--- src/rtl/pft_pkg.sv ---
package pft_pkg;

    localparam int WORD_BYTES = 4;
    localparam int DATA_W     = 8 * WORD_BYTES;
    localparam int TAG_W      = 4;
    localparam int ENTRY_W    = DATA_W + TAG_W;

    // Fixed tag codes; the variable ones carry a lane index in bits [1:0]
    typedef enum logic [TAG_W-1:0] {
        TAG_MIDDLE  = 4'b0000,
        TAG_END_FCS = 4'b0010,
        TAG_START   = 4'b1000
    } tag_code_e;

    localparam logic [1:0] PFX_END    = 2'b01;
    localparam logic [1:0] PFX_SINGLE = 2'b11;

    // Line-side view of one word's control information
    typedef struct packed {
        logic [WORD_BYTES-1:0] lanes;
        logic                  sof;
        logic                  eof;
        logic                  add_fcs;
    } lane_ctl_t;

    function automatic logic [1:0] top_lane(input logic [WORD_BYTES-1:0] lanes);
        logic [1:0] idx;
        idx = 2'd0;
        for (int i = 0; i < WORD_BYTES; i++) begin
            if (lanes[i]) idx = 2'(i);
        end
        return idx;
    endfunction

    function automatic logic [WORD_BYTES-1:0] low_lanes(input logic [1:0] last);
        logic [WORD_BYTES-1:0] m;
        for (int i = 0; i < WORD_BYTES; i++) begin
            m[i] = (i <= int'(last));
        end
        return m;
    endfunction

    function automatic logic [TAG_W-1:0] tag_pack(input lane_ctl_t c);
        logic [TAG_W-1:0] t;
        if (!c.eof)         t = c.sof ? TAG_START : TAG_MIDDLE;
        else if (c.sof)     t = {PFX_SINGLE, top_lane(c.lanes)};
        else if (c.add_fcs) t = TAG_END_FCS;
        else                t = {PFX_END, top_lane(c.lanes)};
        return t;
    endfunction

    function automatic lane_ctl_t tag_unpack(input logic [TAG_W-1:0] t);
        lane_ctl_t c;
        c = '{lanes: '1, sof: 1'b0, eof: 1'b0, add_fcs: 1'b0};
        casez (t)
            4'b01??: begin
                c.eof   = 1'b1;
                c.lanes = low_lanes(t[1:0]);
            end
            4'b11??: begin
                c.sof   = 1'b1;
                c.eof   = 1'b1;
                c.lanes = low_lanes(t[1:0]);
            end
            4'b1000: c.sof = 1'b1;
            4'b0010: begin
                c.eof     = 1'b1;
                c.add_fcs = 1'b1;
            end
            default: ;
        endcase
        return c;
    endfunction

    function automatic logic tag_closes(input logic [TAG_W-1:0] t);
        return t[2] || (t == TAG_END_FCS);
    endfunction

endpackage

--- src/rtl/pft_ram.sv ---
module pft_ram #(
    parameter int DEPTH = 32,
    parameter int WIDTH = 36,
    localparam int AW   = $clog2(DEPTH)
) (
    input  logic             clk,
    input  logic             we,
    input  logic [AW-1:0]    waddr,
    input  logic [WIDTH-1:0] wdata,
    input  logic [AW-1:0]    raddr,
    output logic [WIDTH-1:0] rdata
);

    logic [WIDTH-1:0] mem [DEPTH];

    always_ff @(posedge clk) begin
        if (we) mem[waddr] <= wdata;
    end

    // Show-ahead read: the head is visible without a request
    assign rdata = mem[raddr];

endmodule

--- src/rtl/pft_ptrs.sv ---
module pft_ptrs #(
    parameter int DEPTH = 32,
    localparam int AW   = $clog2(DEPTH)
) (
    input  logic          clk,
    input  logic          rst,
    input  logic          flush,
    input  logic          wr_req,
    input  logic          rd_req,
    output logic          wr_ok,
    output logic          rd_ok,
    output logic [AW-1:0] waddr,
    output logic [AW-1:0] raddr,
    output logic          full,
    output logic          empty
);

    // One extra bit tells a wrapped (full) pointer pair from an equal one
    logic [AW:0] wp, rp;

    assign full  = (wp[AW] != rp[AW]) && (wp[AW-1:0] == rp[AW-1:0]);
    assign empty = (wp == rp);
    assign wr_ok = wr_req && !full  && !flush;
    assign rd_ok = rd_req && !empty && !flush;
    assign waddr = wp[AW-1:0];
    assign raddr = rp[AW-1:0];

    always_ff @(posedge clk) begin
        if (rst || flush) begin
            wp <= '0;
            rp <= '0;
        end else begin
            if (wr_ok) wp <= wp + (AW+1)'(1);
            if (rd_ok) rp <= rp + (AW+1)'(1);
        end
    end

endmodule

--- src/rtl/pft_pkt_count.sv ---
module pft_pkt_count #(
    parameter int CW = 6
) (
    input  logic          clk,
    input  logic          rst,
    input  logic          flush,
    input  logic          inc,
    input  logic          dec,
    output logic [CW-1:0] count
);

    always_ff @(posedge clk) begin
        if (rst || flush) begin
            count <= '0;
        end else begin
            case ({inc, dec})
                2'b10:   count <= count + CW'(1);
                2'b01:   count <= count - CW'(1);
                default: count <= count;
            endcase
        end
    end

endmodule

--- src/rtl/pft_tag_fifo.sv ---
module pft_tag_fifo
    import pft_pkg::*;
#(
    parameter int DEPTH = 32,
    localparam int AW   = $clog2(DEPTH),
    localparam int CW   = $clog2(DEPTH + 1)
) (
    input  logic              clk,
    input  logic              rst,
    input  logic              flush,
    input  logic              clr_flags,
    input  logic              wr_req,
    input  logic [DATA_W-1:0] wr_data,
    input  logic [TAG_W-1:0]  wr_tag,
    input  logic              rd_req,
    output logic [DATA_W-1:0] head_data,
    output logic [TAG_W-1:0]  head_tag,
    output logic              full,
    output logic              empty,
    output logic [CW-1:0]     pkt_count,
    output logic              ovf,
    output logic              unf
);

    logic              wr_ok, rd_ok;
    logic [AW-1:0]     waddr, raddr;
    logic [ENTRY_W-1:0] rd_entry;

    pft_ptrs #(.DEPTH(DEPTH)) u_ptrs (
        .clk    (clk),
        .rst    (rst),
        .flush  (flush),
        .wr_req (wr_req),
        .rd_req (rd_req),
        .wr_ok  (wr_ok),
        .rd_ok  (rd_ok),
        .waddr  (waddr),
        .raddr  (raddr),
        .full   (full),
        .empty  (empty)
    );

    pft_ram #(.DEPTH(DEPTH), .WIDTH(ENTRY_W)) u_ram (
        .clk   (clk),
        .we    (wr_ok),
        .waddr (waddr),
        .wdata ({wr_tag, wr_data}),
        .raddr (raddr),
        .rdata (rd_entry)
    );

    assign head_tag  = rd_entry[ENTRY_W-1 -: TAG_W];
    assign head_data = rd_entry[DATA_W-1:0];

    pft_pkt_count #(.CW(CW)) u_pkts (
        .clk   (clk),
        .rst   (rst),
        .flush (flush),
        .inc   (wr_ok && tag_closes(wr_tag)),
        .dec   (rd_ok && tag_closes(head_tag)),
        .count (pkt_count)
    );

    // Sticky error flags: a new event beats a clear, a flush beats both
    always_ff @(posedge clk) begin
        if (rst || flush) begin
            ovf <= 1'b0;
            unf <= 1'b0;
        end else begin
            if (wr_req && full) ovf <= 1'b1;
            else if (clr_flags) ovf <= 1'b0;
            if (rd_req && empty) unf <= 1'b1;
            else if (clr_flags)  unf <= 1'b0;
        end
    end

endmodule

--- src/rtl/eth_port_fifos.sv ---
module eth_port_fifos
    import pft_pkg::*;
#(
    parameter int DEPTH = 32,
    localparam int CW   = $clog2(DEPTH + 1)
) (
    input  logic                  clk,
    input  logic                  rst,
    input  logic                  tx_flush,
    input  logic                  tx_clr_flags,
    input  logic                  host_wr_en,
    input  logic [DATA_W-1:0]     host_wr_data,
    input  logic [TAG_W-1:0]      host_wr_tag,
    input  logic                  line_tx_rd,
    output logic [DATA_W-1:0]     line_tx_data,
    output logic [WORD_BYTES-1:0] line_tx_bv,
    output logic                  line_tx_sop,
    output logic                  line_tx_eop,
    output logic                  line_tx_fcs,
    output logic                  tx_full,
    output logic                  tx_empty,
    output logic [CW-1:0]         tx_pkts,
    output logic                  tx_ovf,
    output logic                  tx_unf,
    input  logic                  rx_flush,
    input  logic                  rx_clr_flags,
    input  logic                  line_rx_wr,
    input  logic [DATA_W-1:0]     line_rx_data,
    input  logic [WORD_BYTES-1:0] line_rx_bv,
    input  logic                  line_rx_sop,
    input  logic                  line_rx_eop,
    input  logic                  line_rx_fcs,
    input  logic                  host_rd_en,
    output logic [DATA_W-1:0]     host_rd_data,
    output logic [TAG_W-1:0]      host_rd_tag,
    output logic                  rx_full,
    output logic                  rx_empty,
    output logic [CW-1:0]         rx_pkts,
    output logic                  rx_ovf,
    output logic                  rx_unf
);

    // ---------------- outbound: host writes, line reads ----------------
    logic [TAG_W-1:0] tx_head_tag;
    lane_ctl_t        tx_ctl;

    pft_tag_fifo #(.DEPTH(DEPTH)) u_tx (
        .clk       (clk),
        .rst       (rst),
        .flush     (tx_flush),
        .clr_flags (tx_clr_flags),
        .wr_req    (host_wr_en),
        .wr_data   (host_wr_data),
        .wr_tag    (host_wr_tag),
        .rd_req    (line_tx_rd),
        .head_data (line_tx_data),
        .head_tag  (tx_head_tag),
        .full      (tx_full),
        .empty     (tx_empty),
        .pkt_count (tx_pkts),
        .ovf       (tx_ovf),
        .unf       (tx_unf)
    );

    assign tx_ctl      = tag_unpack(tx_head_tag);
    assign line_tx_bv  = tx_ctl.lanes;
    assign line_tx_sop = tx_ctl.sof;
    assign line_tx_eop = tx_ctl.eof;
    assign line_tx_fcs = tx_ctl.add_fcs;

    // ---------------- inbound: line writes, host reads ----------------
    lane_ctl_t        rx_ctl;
    logic [TAG_W-1:0] rx_in_tag;
    logic [TAG_W-1:0] rx_head_tag;
    logic             rx_pop;

    assign rx_ctl    = '{lanes: line_rx_bv, sof: line_rx_sop,
                         eof: line_rx_eop, add_fcs: line_rx_fcs};
    assign rx_in_tag = tag_pack(rx_ctl);

    pft_tag_fifo #(.DEPTH(DEPTH)) u_rx (
        .clk       (clk),
        .rst       (rst),
        .flush     (rx_flush),
        .clr_flags (rx_clr_flags),
        .wr_req    (line_rx_wr),
        .wr_data   (line_rx_data),
        .wr_tag    (rx_in_tag),
        .rd_req    (host_rd_en),
        .head_data (host_rd_data),
        .head_tag  (rx_head_tag),
        .full      (rx_full),
        .empty     (rx_empty),
        .pkt_count (rx_pkts),
        .ovf       (rx_ovf),
        .unf       (rx_unf)
    );

    assign rx_pop = host_rd_en && !rx_empty && !rx_flush;

    // Host-visible field holding the tag of the last popped inbound word
    always_ff @(posedge clk) begin
        if (rst)         host_rd_tag <= TAG_MIDDLE;
        else if (rx_pop) host_rd_tag <= rx_head_tag;
    end

endmodule

--- config.mk ---
export PLATFORM = sky130hd
export DESIGN_NAME = eth_port_fifos
export DESIGN_NICKNAME = d
export VERILOG_FILES = /design/src/rtl/pft_pkg.sv /design/src/rtl/pft_ram.sv /design/src/rtl/pft_ptrs.sv /design/src/rtl/pft_pkt_count.sv /design/src/rtl/pft_tag_fifo.sv /design/src/rtl/eth_port_fifos.sv
export SDC_FILE = /design/constraint.sdc
export NUM_CORES = 2
export LEC_CHECK = 0
export BUFFER_PORTS_ARGS = -buffer_cell sky130_fd_sc_hd__buf_2
export CELL_PAD_IN_SITES_DETAIL_PLACEMENT = 0
export CELL_PAD_IN_SITES_GLOBAL_PLACEMENT = 2
export CORE_ASPECT_RATIO = 1.5
export CORE_MARGIN = 2
export CORE_UTILIZATION = 30
export DETAILED_ROUTE_END_ITERATION = 16
export PLACE_DENSITY = 0.55
export SLEW_MARGIN = 20
export SYNTH_ARGS = -nofsm -noshare
export SYNTH_HDL_FRONTEND = slang
export SYNTH_SLANG_ARGS = --single-unit
--- constraint.sdc ---
create_clock -name clk -period 4.85 [get_ports clk]
set_clock_uncertainty 0.05 [all_clocks]
set_input_delay 0.97 -clock clk [delete_from_list [all_inputs] [get_ports clk]]
set_output_delay 0.97 -clock clk [all_outputs]
set_load 0.05 [all_outputs]
==> metrics.md <==
| Metric | Value |
|---|---|
| Vias in the first global route | ~44000 |
| Post-detail-place hpwl | approximately 130000 um |
| Crit Path Max Fanout | 121 |
| 1st-iter DRT viols | 3789 |
| Area of the mapped netlist | around 90000 um2 |
| VDD IR max | between 0.2 and 0.3 mV |
| Slew Viols, Final | 0 |
| Critical Path Sink Type | output pin |
| Ys flop type | edfxtp_1 |
| Starting Density | 0.3017 |
| Placer Congestion | between 0.7 and 0.8 |
| Max clock buf depth | 4 |
| Worst Tran Pin Value | roughly 1100 ps |
| Syn Nets | around 3900 |
| CORE AREA | about 300000 um2 |
| Final std cells w/o fill | roughly 8400 |
| Setup violations, final | 0 |
| Setup TNS | 0 ps |
| Synth Area per Inst | between 20 and 25 um2 |
| Yosys reg bits | 2358 |
| CTS tree | done |
| Largest net degree at the start of global routing | about 120 |
| Area leader, netlist | edfxtp_1 |
| Crit path launch type | register |
| Global-route wire length before repair | about 350000 um |
| Status | finished, final reports clean |
| Layout area overhead | 16.79% |
| Die area | around 300000 um2 |
| Post-synth EDFFs | 2304 |
| H-Tree Depth | 4 |
| Ports | 180 |
| Critical Path RT | between 3000 and 4000 ps |
| Max_slew headroom | 0.2543 |
| Worst Slack Setup Final | 136.7 ps |
| Pre-antenna DRT Iters | 5 |
| FILL cells | 27800 |
| Detailed Route WL | around 250000 um |
| Post-route ant nets | 0 |
| Routed via count | between 40000 and 50000 |
| Placed cells | approximately 7900 |
| # port buffers | around 180 |
| Sequential area share after synthesis | 0.7786 |
| Setup CP Type | reg -> out |
| Mapped Cells | between 3000 and 4000 |
| Antenna violations before repair | 37 |
| Synth cell count leaders | 2304 x edfxtp_1, 709 x mux4_2, 137 x nand2_1 |
| Final min period | ~4700 ps |
| Hold Violations, Final | 0 |
| Layout Nets | 4300 |
| Chip width | around 450 um |
| Num CTS Buffers | roughly 240 |
| Layout cell share with drive strength beyond 1 | 0.3451 |
| Synth top area share | 0.7666 |
| Max-cap violations | 0 |
| Reg clk slew, reported paths | approximately 60 ps |
| Netlist cell types | 60 |
| Final period utilization | 0.9718 |
| Dpl ws | ~110 ps |
| Die height | ~680 um |
| Static leakage | around 0.031 uW |
| GRT Total Usage | 0.1631 |
| Clock Tree Root | clkbuf_16 |
| Top-count cell post-synth | edfxtp_1 |
| DRC | 0 |
| Grt ovf | 0 |
| Cts hold-fix bufs | 0 |
| Area contributors post-synth | edfxtp_1 77%, mux4_2 18%, dfxtp_1 1.2% |
| Skew-Pair Late Insertion Delay | slightly below 900 ps |
| DR vias/cell | about 4.9 |
| WL per Instance | approximately 30 um |
| Ys Warns | 0 |
| Asr flop ratio synth | 0 |
| FP Rows | between 200 and 250 |
| CP Data Arrival Time | 3690 ps |
| Clock tree sinks | around 2400 |
| Pwr dens | 385.5 nW/um2 |
| Fmax | about 0.21 GHz |
| Hold WC Path Type | in -> reg |
-- through the flow --
step / instance area [um2] / hold slack (ps) / power [uW] / utilization
floorplan: 90250 / 414.3 / 23340 / -
finish: 105400 / 353.1 / 40630 / 0.3523
detailed placement: 97970 / 401.9 / 23860 / 0.3275
global route: 105400 / 322.1 / 41950 / 0.3522
CTS: 105300 / 257.0 / 41180 / 0.3521
global placement: 97970 / 399.5 / 23830 / 0.3275
-- layout make-up --
class	instances	area, um2	area share
antenna	17	42.54	0.0004036
clock buffer	303	6251	0.05930
clock inverter	120	867.1	0.008226
inverter	21	86.33	0.0008191
multi-input combinational	1223	19630	0.1862
sequential	2358	70300	0.6670
tap	3968	4965	0.04710
timing repair buffer	351	3262	0.03095
-- power by group --
part	internal, uW	switching, uW	total (uW)	leakage, uW
logic	305	697	1000	0.00678
registers	22400	15.5	22400	0.0212
clock network	9450	7780	17200	0.00346
-- worst paths after layout --
| path | slack, ps | from | endpoint | depth (start not counted) |
|---|---|---|---|---|
| setup / recovery | 140 | register | line_tx_data[8] | 6 |
| hold / removal | 350 | tx_clr_flags | u_tx.ovf | 4 |
| setup reg to reg | 400 | register | u_rx.u_pkts.count[5] | 12 |
| hold reg to reg | 410 | host_rd_tag[2] | host_rd_tag[2] | 2 |
-- logic make-up after synthesis --
group,count (synthesis),share of synthesized area
flip-flops,2358,0.7786
multiplexers,764,0.1838
AND/OR/NAND/NOR,319,0.01567
buffers and inverters,209,0.009635
AO/OA/AOI/OAI,91,0.006571
XOR/XNOR,26,0.002523
adder cells (fa/ha/maj),22,0.003216
other,1,0.00004155
-- registers in the layout, indices dropped and copies added, names as in the netlist, named ones only --
| signal | flops |
|---|---|
| u_rx.u_pkts.count | 6 |
| u_tx.unf | 1 |
| u_tx.u_ram.mem | 1152 |
| u_rx.unf | 1 |
| u_rx.u_ptrs.wp | 6 |
| u_rx.u_ptrs.rp | 6 |
| u_tx.u_pkts.count | 6 |
| u_rx.u_ram.mem | 1152 |
| u_tx.ovf | 1 |
| u_rx.ovf | 1 |
| host_rd_tag | 4 |
| u_tx.u_ptrs.rp | 6 |
| u_tx.u_ptrs.wp | 6 |
-- timing repair --
item,in CTS,in global routing
pin swaps,1,1
cloned,2,0
resized for setup,17,10
buffers inserted,10,0
setup endpoints to repair,62,9
-- layer usage --
metal | routed length, um | track usage
met1 | 99740 | 0.2024
met2 | 131000 | 0.2889
met3 | 13690 | 0.03203
met4 | 6682 | 0.04407
met5 | 117 | 0
-- critical path: stages, from the launching register on --
cell	delay (ps)
dfxtp_4	380
buf_8	190
buf_16	430
mux4_2	430
mux4_2	510
mux2_2	360
buf_2	240
-- placed cells by master (no fill, tap or decap), types with 16 or more instances in the layout --
cell type	n
edfxtp_1	2304
mux4_2	709
clkbuf_16	239
buf_2	174
nand2_1	136
buf_4	91
buf_12	70
nor2_4	62
clkbuf_1	61
clkinv_1	48
dfxtp_1	45
clkinv_2	44
nor2_1	38
mux2_2	37
a21oi_1	31
ha_1	19
diode_2	17
inv_1	16
xnor2_1	16
mux2i_1	16
No activity file was read; power rests on OpenSTA's default activity.
